===== config.mk =====
export PLATFORM = sky130hd
export DESIGN_NAME = uart_tx_cts
export DESIGN_NICKNAME = d
export VERILOG_FILES = /design/src/rtl/uatx_pkg.sv /design/src/rtl/uatx_sync.sv /design/src/rtl/uatx_fifo.sv /design/src/rtl/uatx_serializer.sv /design/src/rtl/uart_tx_cts.sv
export SDC_FILE = /design/constraint.sdc
export NUM_CORES = 1
export LEC_CHECK = 0
export ABC_CLOCK_PERIOD_IN_PS = 6110
export BUFFER_PORTS_ARGS = -buffer_cell sky130_fd_sc_hd__buf_2
export CORE_MARGIN = 2
export CORE_UTILIZATION = 47
export CTS_CLUSTER_SIZE = 28
export DETAILED_ROUTE_END_ITERATION = 7
export PLACE_DENSITY = 0.7
export RECOVER_POWER = 100
export SYNTH_ARGS = -nofsm -noshare
export SYNTH_HDL_FRONTEND = slang
export SYNTH_HIERARCHICAL = 1
export SYNTH_SLANG_ARGS = --single-unit

===== constraint.sdc =====
create_clock -name clk -period 6.11 [get_ports clk]
set_input_delay 0.3055 -clock clk [delete_from_list [all_inputs] [get_ports clk]]
set_output_delay 0.3055 -clock clk [all_outputs]
set_load 0.03 [all_outputs]

===== src/rtl/uatx_pkg.sv =====
package uatx_pkg;
  typedef enum logic [2:0] {
    TX_IDLE,
    TX_START,
    TX_DATA,
    TX_PAR,
    TX_STOP
  } tx_state_e;
endpackage


===== src/rtl/uatx_sync.sv =====
module uatx_sync #(
  parameter int   STAGES  = 2,
  parameter logic RST_VAL = 1'b1
) (
  input  logic clk,
  input  logic rst,
  input  logic d,
  output logic q
);
  logic [STAGES-1:0] sr;

  always_ff @(posedge clk) begin
    if (rst) sr <= {STAGES{RST_VAL}};
    else     sr <= {sr[STAGES-2:0], d};
  end

  assign q = sr[STAGES-1];
endmodule


===== src/rtl/uatx_fifo.sv =====
module uatx_fifo #(
  parameter int DATA_W = 8,
  parameter int DEPTH  = 16,
  localparam int PTR_W = (DEPTH > 1) ? $clog2(DEPTH) : 1,
  localparam int CNT_W = $clog2(DEPTH + 1)
) (
  input  logic              clk,
  input  logic              rst,
  input  logic              push,
  input  logic [DATA_W-1:0] push_data,
  input  logic              pop,
  output logic [DATA_W-1:0] head,
  output logic              empty,
  output logic [CNT_W-1:0]  count,
  output logic              ready
);
  localparam logic [PTR_W-1:0] PTR_LAST = PTR_W'(DEPTH - 1);
  localparam logic [CNT_W-1:0] CNT_FULL = CNT_W'(DEPTH);

  logic [DATA_W-1:0] mem [DEPTH];
  logic [PTR_W-1:0]  wr_ptr, rd_ptr;
  logic [CNT_W-1:0]  count_nx;

  // storage has no reset so it can map onto RAM resources
  always_ff @(posedge clk) begin
    if (push) mem[wr_ptr] <= push_data;
  end

  always_comb begin
    unique case ({push, pop})
      2'b10:   count_nx = count + CNT_W'(1);
      2'b01:   count_nx = count - CNT_W'(1);
      default: count_nx = count;
    endcase
  end

  always_ff @(posedge clk) begin
    if (rst) begin
      wr_ptr <= '0;
      rd_ptr <= '0;
      count  <= '0;
      ready  <= 1'b1;
    end else begin
      if (push) wr_ptr <= (wr_ptr == PTR_LAST) ? '0 : wr_ptr + PTR_W'(1);
      if (pop)  rd_ptr <= (rd_ptr == PTR_LAST) ? '0 : rd_ptr + PTR_W'(1);
      count <= count_nx;
      ready <= (count_nx != CNT_FULL);
    end
  end

  assign head  = mem[rd_ptr];
  assign empty = (count == '0);
endmodule


===== src/rtl/uatx_serializer.sv =====
module uatx_serializer
  import uatx_pkg::*;
#(
  parameter int DATA_W        = 8,
  parameter int TICKS_PER_BIT = 16,
  localparam int TC_W = (TICKS_PER_BIT > 1) ? $clog2(TICKS_PER_BIT) : 1,
  localparam int BI_W = (DATA_W > 1) ? $clog2(DATA_W) : 1
) (
  input  logic              clk,
  input  logic              rst,
  input  logic              tick,
  input  logic [DATA_W-1:0] head,
  input  logic              q_empty,
  input  logic              flow_en,
  input  logic              cts_n_s,
  input  logic              par_en,
  input  logic              par_odd,
  output logic              pop,
  output logic              txd
);
  localparam logic [TC_W-1:0] TC_LAST = TC_W'(TICKS_PER_BIT - 1);
  localparam logic [BI_W-1:0] BI_LAST = BI_W'(DATA_W - 1);

  tx_state_e         state;
  logic [TC_W-1:0]   tcnt;
  logic [BI_W-1:0]   bidx;
  logic [DATA_W-1:0] shreg;
  logic              par_bit, par_use;
  logic              last_tick, may_start, at_boundary;

  assign last_tick   = (tcnt == TC_LAST);
  assign may_start   = !q_empty && (!flow_en || !cts_n_s);
  assign at_boundary = (state == TX_IDLE) || (state == TX_STOP && last_tick);
  assign pop         = tick && may_start && at_boundary;

  always_ff @(posedge clk) begin
    if (rst) begin
      state   <= TX_IDLE;
      txd     <= 1'b1;
      tcnt    <= '0;
      bidx    <= '0;
      shreg   <= '0;
      par_bit <= 1'b0;
      par_use <= 1'b0;
    end else if (tick) begin
      if (pop) begin
        state   <= TX_START;
        txd     <= 1'b0;
        tcnt    <= '0;
        shreg   <= head;
        par_bit <= (^head) ^ par_odd;
        par_use <= par_en;
      end else if (state == TX_IDLE) begin
        txd  <= 1'b1;
        tcnt <= '0;
      end else if (!last_tick) begin
        tcnt <= tcnt + TC_W'(1);
      end else begin
        tcnt <= '0;
        unique case (state)
          TX_START: begin
            state <= TX_DATA;
            bidx  <= '0;
            txd   <= shreg[0];
            shreg <= shreg >> 1;
          end
          TX_DATA: begin
            if (bidx == BI_LAST) begin
              state <= par_use ? TX_PAR : TX_STOP;
              txd   <= par_use ? par_bit : 1'b1;
            end else begin
              bidx  <= bidx + BI_W'(1);
              txd   <= shreg[0];
              shreg <= shreg >> 1;
            end
          end
          TX_PAR: begin
            state <= TX_STOP;
            txd   <= 1'b1;
          end
          default: begin
            state <= TX_IDLE;
            txd   <= 1'b1;
          end
        endcase
      end
    end
  end
endmodule


===== src/rtl/uart_tx_cts.sv =====
module uart_tx_cts #(
  parameter int DATA_W        = 8,
  parameter int DEPTH         = 16,
  parameter int TICKS_PER_BIT = 16,
  parameter int SYNC_STAGES   = 2,
  localparam int CNT_W = $clog2(DEPTH + 1)
) (
  input  logic              clk,
  input  logic              rst,
  input  logic              wr_valid,
  input  logic [DATA_W-1:0] wr_data,
  output logic              wr_ready,
  input  logic              baud_tick,
  input  logic              flow_en,
  input  logic              parity_en,
  input  logic              parity_odd,
  input  logic              cts_n,
  output logic              txd
);
  logic [DATA_W-1:0] q_head;
  logic              q_empty;
  logic [CNT_W-1:0]  q_count;
  logic              tx_pop;
  logic              cts_n_s;
  logic              q_push;

  assign q_push = wr_valid && wr_ready;

  uatx_sync #(.STAGES(SYNC_STAGES), .RST_VAL(1'b1)) u_sync (
    .clk (clk),
    .rst (rst),
    .d   (cts_n),
    .q   (cts_n_s)
  );

  uatx_fifo #(.DATA_W(DATA_W), .DEPTH(DEPTH)) u_fifo (
    .clk       (clk),
    .rst       (rst),
    .push      (q_push),
    .push_data (wr_data),
    .pop       (tx_pop),
    .head      (q_head),
    .empty     (q_empty),
    .count     (q_count),
    .ready     (wr_ready)
  );

  uatx_serializer #(.DATA_W(DATA_W), .TICKS_PER_BIT(TICKS_PER_BIT)) u_ser (
    .clk     (clk),
    .rst     (rst),
    .tick    (baud_tick),
    .head    (q_head),
    .q_empty (q_empty),
    .flow_en (flow_en),
    .cts_n_s (cts_n_s),
    .par_en  (parity_en),
    .par_odd (parity_odd),
    .pop     (tx_pop),
    .txd     (txd)
  );
endmodule


-- Yosys cells after proc, flatten, opt, wreduce, memory -nomap -nowiden
Memories as Yosys holds them, arrays and structs flattened. A register that Yosys moved wholly into a read port is not among the register bits.
Index checks and enable logic that the tools add are counted.
- bits in registers: 37
- memory bits (writable): 128
- bits of input ports: 16
- output and inout bits: 2
- memories kept: 1
- memories (name ; depth ; bits a word ; rd ports ; clocked after Yosys merged registers in ; wr ports ; line ; RTL):
    u_fifo.mem ; 16 ; 8 ; 1 ; 1 ; 1 ; uatx_fifo.sv:20 ; logic [DATA_W-1:0] mem [DEPTH];
- add/sub/neg operators: 6
- equal/unequal tests: 15
- mux-type cells: 29
- bitwise gates (word level): 3
- reduce and logical (&&, ||, !) cells: 22
- operators with widths (operator ; number):
    $mux W8 ; 4
    $mux W4 ; 7
    $mux W3 ; 6
    $pmux W8 S2 ; 1
    $add A4 B1 Y4 const B ; 3
    $eq A4 B4 Y1 const B ; 3
    $pmux W5 S2 ; 1
    $pmux W3 S3 ; 1
    $reduce_xor A8 Y1 ; 1
    $mux W1 ; 7
    $eq A3 B2 Y1 const B ; 2
    $eq A3 B3 Y1 const B ; 2
    $pmux W3 S2 ; 1
    $reduce_and A6 Y1 ; 1
    $reduce_bool A3 Y1 ; 2
    $add A5 B1 Y5 const B ; 1
    $logic_and A1 B1 Y1 ; 5
    $logic_not A5 Y1 ; 1
    $ne A5 B5 Y1 const B ; 1
    $reduce_and A5 Y1 ; 1
    $sub A5 B1 Y5 const B ; 1
    $ne A2 B2 Y1 const B ; 2
    $reduce_and A2 Y1 ; 2
    $reduce_and A4 Y1 ; 1
    other kinds (13) ; 18

-- Logic depth before layout (Yosys ltp)
- depth after elaboration: 8
- gate-level depth with buffers: 15
- mapped depth without buffers: 13

-- Modules after synthesis
Netlist, hierarchy kept.
- modules (own cells, without submodules) (module ; times used ; cells an instance ; area each (um2)):
    uatx_fifo ; 1 ; 292 ; 5885.6
    uatx_serializer ; 1 ; 135 ; 1201.2
    uatx_sync ; 1 ; 4 ; 52.6
    uart_tx_cts ; 1 ; 1 ; 6.3

-- Worst setup path after synthesis
No wires, ideal clock.
- kind: reg-to-reg
- start: register u_fifo.count[2]
- end: register u_fifo.ready
- data arrival time: 2791 ps
- data required time: 5981 ps
- path slack: 3190 ps
- cell stages (with the launch flop): 16
- period minus slack after synthesis: 2920 ps
- cell sequence: dfxtp_1 > clkbuf_1 > nor3_1 > nor3b_1 > nor2b_1 > o2111ai_1 > inv_1 > ha_1 > clkbuf_1 > xor2_1 > ha_1 > a21oi_1 > nor4b_1 > a21oi_1 > xor2_1 > nand4b_1
- longest elaborated chain between the ends: 8
- elaborated cells between the ends (all ways): 11
- RTL lines (what ; line ; RTL):
    start: declaration ; uatx_fifo.sv:14 ; output logic [CNT_W-1:0] count,
    start signal: assignment ; uatx_fifo.sv:46 ; count <= count_nx;
    $logic_not A5 Y1 * ; uatx_fifo.sv:52 ; assign empty = (count == '0);
    net q_empty ; uart_tx_cts.sv:21 ; logic q_empty;
    $logic_not A1 Y1 * ; uatx_serializer.sv:32 ; assign may_start = !q_empty && (!flow_en || !cts_n_s);
    $logic_and A1 B1 Y1 * ; uatx_serializer.sv:32 ;
    $logic_and A1 B1 Y1 * (2 in series) ; uatx_serializer.sv:34 ; assign pop = tick && may_start && at_boundary;
    net tx_pop ; uart_tx_cts.sv:23 ; logic tx_pop;
    $eq A2 B1 Y1 / $eq A2 B2 Y1 (equally long branches) ; uatx_fifo.sv:30 ; unique case ({push, pop})
    $pmux W5 S2 * ; uatx_fifo.sv:30 ;
    $ne A5 B5 Y1 * ; uatx_fifo.sv:47 ; ready <= (count_nx != CNT_FULL);
    end signal: assignment ; uatx_fifo.sv:47 ;
    end: declaration ; uatx_fifo.sv:15 ; output logic ready
The timed path passes the listed nets; every way through them passes the cells marked *.
A chain may end at the register's enable or synchronous reset.

-- Worst setup path after layout
- start: register u_ser.tcnt[0]
- end: register u_fifo.ready
- longest elaborated chain between the ends: 7
- elaborated cells between the ends (all ways): 8
- RTL lines (what ; line ; RTL):
    start: declaration ; uatx_serializer.sv:25 ; logic [TC_W-1:0] tcnt;
    start signal: assignment ; uatx_serializer.sv:57 ; tcnt <= tcnt + TC_W'(1);
    $eq A4 B4 Y1 * ; uatx_serializer.sv:31 ; assign last_tick = (tcnt == TC_LAST);
    $logic_and A1 B1 Y1 * ; uatx_serializer.sv:33 ; assign at_boundary = (state == TX_IDLE) || (state == TX_STOP && last_tick);
    $logic_or A1 B1 Y1 * ; uatx_serializer.sv:33 ;
    $logic_and A1 B1 Y1 * ; uatx_serializer.sv:34 ;
    net tx_pop ; uart_tx_cts.sv:23 ;
    $eq A2 B1 Y1 / $eq A2 B2 Y1 (equally long branches) ; uatx_fifo.sv:30 ;
    $pmux W5 S2 * ; uatx_fifo.sv:30 ;
    $ne A5 B5 Y1 * ; uatx_fifo.sv:47 ;
Marked as above.

==> metrics.csv <==
stage;metric;value;unit
detailed_routing;vias;3699;
setup_path;cp_max_fo;24;
floorplan;initial_utilization;47.53;%
global_route;grt_pass1_wl;20140;um
synth;ys_async_sr_fraction;0;%
global_route;grt_max_degree;40;
floorplan;dieArea;0.01621;mm2
synth;synthDistinctLibCells;56;
synth;synth_fp_nets;459;
setup_path;critPathKind;reg2reg;
placement;buffer_ports.inserted;17;
detailed_routing;drc_errors;0;
timing;hold_viol;0;
timing;finalCritPeriodShare;73.42;%
timing;rsz0062_at_grt;false;
global_route;grt_overflow_total;0;
detailed_routing;antenna_left;0;
finish;fin_area;0.007846;mm2
timing;timing.hold.ws;0.05778;ns
finish;fin_nets;474;
timing;finalSetupTns;0;ns
clocking;clk_pin_slew_worst_paths;0.07;ns
floorplan;die_w;127.3;um
status;failed_checks;max-capacitance violations, max-slew violations;
clocking;clock-sinks;169;
clocking;cts_made_buffers;17;
setup_path;cp-end-kind;flop;
min_path;hold_path_end;u_sync/sr[0];
clocking;cts-root-buf;clkbuf_16;
setup_path;r2r_cells;12;
setup_path;reg2reg_slack;1.62;ns
finish;diodes;0;
timing;final.min_clock_period;4.486;ns
detailed_routing;drtPass1Iterations;5;
floorplan;rows;45;
setup_path;cp_common_cell;ha_1;
synth;synth_warnings;6;
status;status;finished, violations left;
global_route;first_global_vias;3705;
global_route;antenna_found_initial;0;
clocking;htree_levels;4;
min_path;min-delay-start;cts_n;
clocking;hold_buffers;0;
synth;ys_seq_area_share;65.28;%
synth;synth_top_area_share;53.79;%
setup_path;r2r_end;u_fifo/ready;
timing;slew_headroom;-73.78;%
setup_path;cpMaxStageDelayCell;o2111ai_1;
power_and_ir_drop;p_per_area;360.4;mW/mm2
synth;yosysTopAreaCell;edfxtp_1;
synth;synth_top_flop_cell;edfxtp_1;
power_and_ir_drop;p_leak;0.002536;uW
floorplan;die_height;127.3;um
placement;place_area;0.007338;mm2
timing;tightest_slew;2.600;ns
detailed_routing;wl;12740;um
setup_path;cpPeakStageDelay;1.37;ns
synth;netlist_top_cells_area;edfxtp_1 54%, dfxtp_1 11%, mux4_1 8.8%, mux4_2 5.0%, ha_1 1.9%;
min_path;holdPathStages;2;
run;drv_cap;4;
power_and_ir_drop;ir_drop;0.1974;mV
synth;syn-cell-area;0.007146;mm2
setup_path;crit_path_start_kind;flop;
clocking;cts-resized-gates;0;
global_route;track_usage;16.99;%
floorplan;coreArea;0.01503;mm2
timing;finalClockSkew;0.008642;ns
placement;hpwl;8201;um
placement;routabilityCongestion;0.7799;
detailed_routing;post_drt_wl_per_cell;19.66;um
clocking;ctsLongestPathBuffers;2;
finish;area_delta_synth_final;9.806;%
clocking;cts_setup_buffers;0;
timing;clock.fmax;0.2229;GHz
finish;drive_above_1_share;13.04;%
floorplan;io-pin-count;18;
detailed_routing;drtIter0Drc;256;
setup_path;arrival;4.78;ns
clocking;cts_tree;built;
setup_path;cp_cell_sequence;ha_1, and3_1, o2111ai_1, inv_1, ha_1, xor2_1, ha_1, a21oi_1, nor4b_1, a21oi_1, xor2_1, nand4b_1;
setup_path;required;6.40;ns
setup_path;crit-reg2reg-launch;u_ser/tcnt[0];
timing;finalSetupViolations;0;
synth;syn_inst;432;
min_path;hold_path_class;in2reg;
synth;postSynthAreaPerCell;16.54;um2
clocking;insertion_delay;0.43;ns
detailed_routing;vias_per_cell;5.708;
synth;yosys_register_bits;169;
synth;synth_edf_count;128;
timing;slew_violations;112;
-- worst max path at each step --
| stage | cells after the start | slack [ns] | from | endpoint |
|---|---|---|---|---|
| floorplan | 15 | 3.19 | u_fifo/count[2] | u_fifo/ready |
| global placement | 12 | 2.59 | u_ser/tcnt[0] | u_fifo/ready |
| detailed placement | 12 | 2.40 | u_ser/tcnt[0] | u_fifo/ready |
| CTS | 12 | 2.39 | u_ser/tcnt[0] | u_fifo/ready |
| global route | 12 | 1.19 | u_ser/tcnt[0] | u_fifo/ready |
| finish | 12 | 1.62 | u_ser/tcnt[0] | u_fifo/ready |
-- cells by family (layout without fill, tap and decap cells) --
| group | after synthesis | count (layout) | share of synthesized area, % |
|---|---|---|---|
| xor+xnor | 15 | 15 | 2.031 |
| buf+inv | 30 | 58 | 2.416 |
| simple gates | 103 | 103 | 7.669 |
| fa+ha+maj | 11 | 11 | 1.926 |
| compound gates | 52 | 52 | 5.113 |
| flops | 169 | 169 | 65.28 |
| mux | 52 | 52 | 15.57 |
-- registers in the layout, indices dropped and copies added, names as in the netlist, named ones only --
| name | flops |
|---|---|
| u_fifo/count | 5 |
| u_fifo/mem | 128 |
| u_fifo/rd_ptr | 4 |
| u_fifo/ready | 1 |
| u_fifo/wr_ptr | 4 |
| u_ser/bidx | 3 |
| u_ser/par_bit | 1 |
| u_ser/par_use | 1 |
| u_ser/shreg | 8 |
| u_ser/state | 3 |
| u_ser/tcnt | 4 |
| u_ser/txd | 1 |
| u_sync/sr | 2 |
-- critical path: cells and delay by family, from the launching register on --
kind / cells / cell delay (ns)
AOI/OAI and AO/OA: 3 / 1.55
adders and majority gates: 3 / 0.91
and+or+nand+nor: 3 / 0.71
buffers and inverters: 1 / 0.48
xor gates and xnor gates: 2 / 0.36
DFF: 1 / 0.34
-- Yosys cell counts (6+ instances only) --
cell type / number
ha_1: 11
nor3b_1: 6
inv_1: 8
mux4_2: 16
nand3_1: 6
dfxtp_1: 41
xnor2_1: 7
mux4_1: 24
a21oi_1: 20
clkbuf_1: 8
nor2_1: 30
nand2_1: 15
mux2i_1: 11
edfxtp_1: 128
and2_1: 17
xor2_1: 7
o21ai_0: 7
-- final cells by class --
| type | count | area [um2] |
|---|---|---|
| multi-input combinational | 233 | 2283 |
| fill | 1176 | 7187 |
| tap | 188 | 235.2 |
| inverter | 8 | 30.03 |
| clock inverter | 14 | 125.1 |
| clock buffer | 18 | 429.2 |
| sequential | 169 | 4664 |
| timing repair buffer | 18 | 78.83 |
-- where the power goes --
part           switching [uW]  internal, uW  total (uW)
Combinational             217           228         445
Clock                     467           537        1000
Sequential               84.5          1290        1380
-- per-layer routing --
metal / routed length (um) / global-route usage (%)
met1: 5513 / 22.14
met2: 6426 / 27.81
met3: 617 / 4.774
met4: 180 / 5.559
met5: 0 / 0
-- cell usage in the layout (no fill, tap or decap), types with 4 or more instances in the layout --
master,n
a211oi_1,4
a21oi_1,20
and2_0,17
buf_2,6
clkbuf_1,12
clkbuf_16,17
dfxtp_1,41
edfxtp_1,128
ha_1,11
inv_1,8
inv_6,6
inv_8,4
mux2i_1,11
mux4_1,24
mux4_2,16
nand2_1,15
nand2b_1,4
nand3_1,6
nor2_1,30
nor3b_1,6
o21ai_0,7
xnor2_1,7
xor2_1,7
-- stage by stage --
| step | setup WS [ns] | instances | total power, uW | utilization, % |
|---|---|---|---|---|
| 2_1_floorplan | 3.190 | 432 | 1769 | - |
| 3_3_place_gp | 2.592 | 616 | 1838 | 48.81 |
| 3_5_place_dp | 2.404 | 616 | 1857 | 48.81 |
| 4_1_cts | 2.393 | 648 | 2862 | 52.50 |
| 5_1_grt | 1.185 | 648 | 2954 | 52.19 |
| 6_report | 1.624 | 648 | 2828 | 52.19 |
Power figures use the tool's default switching activity.
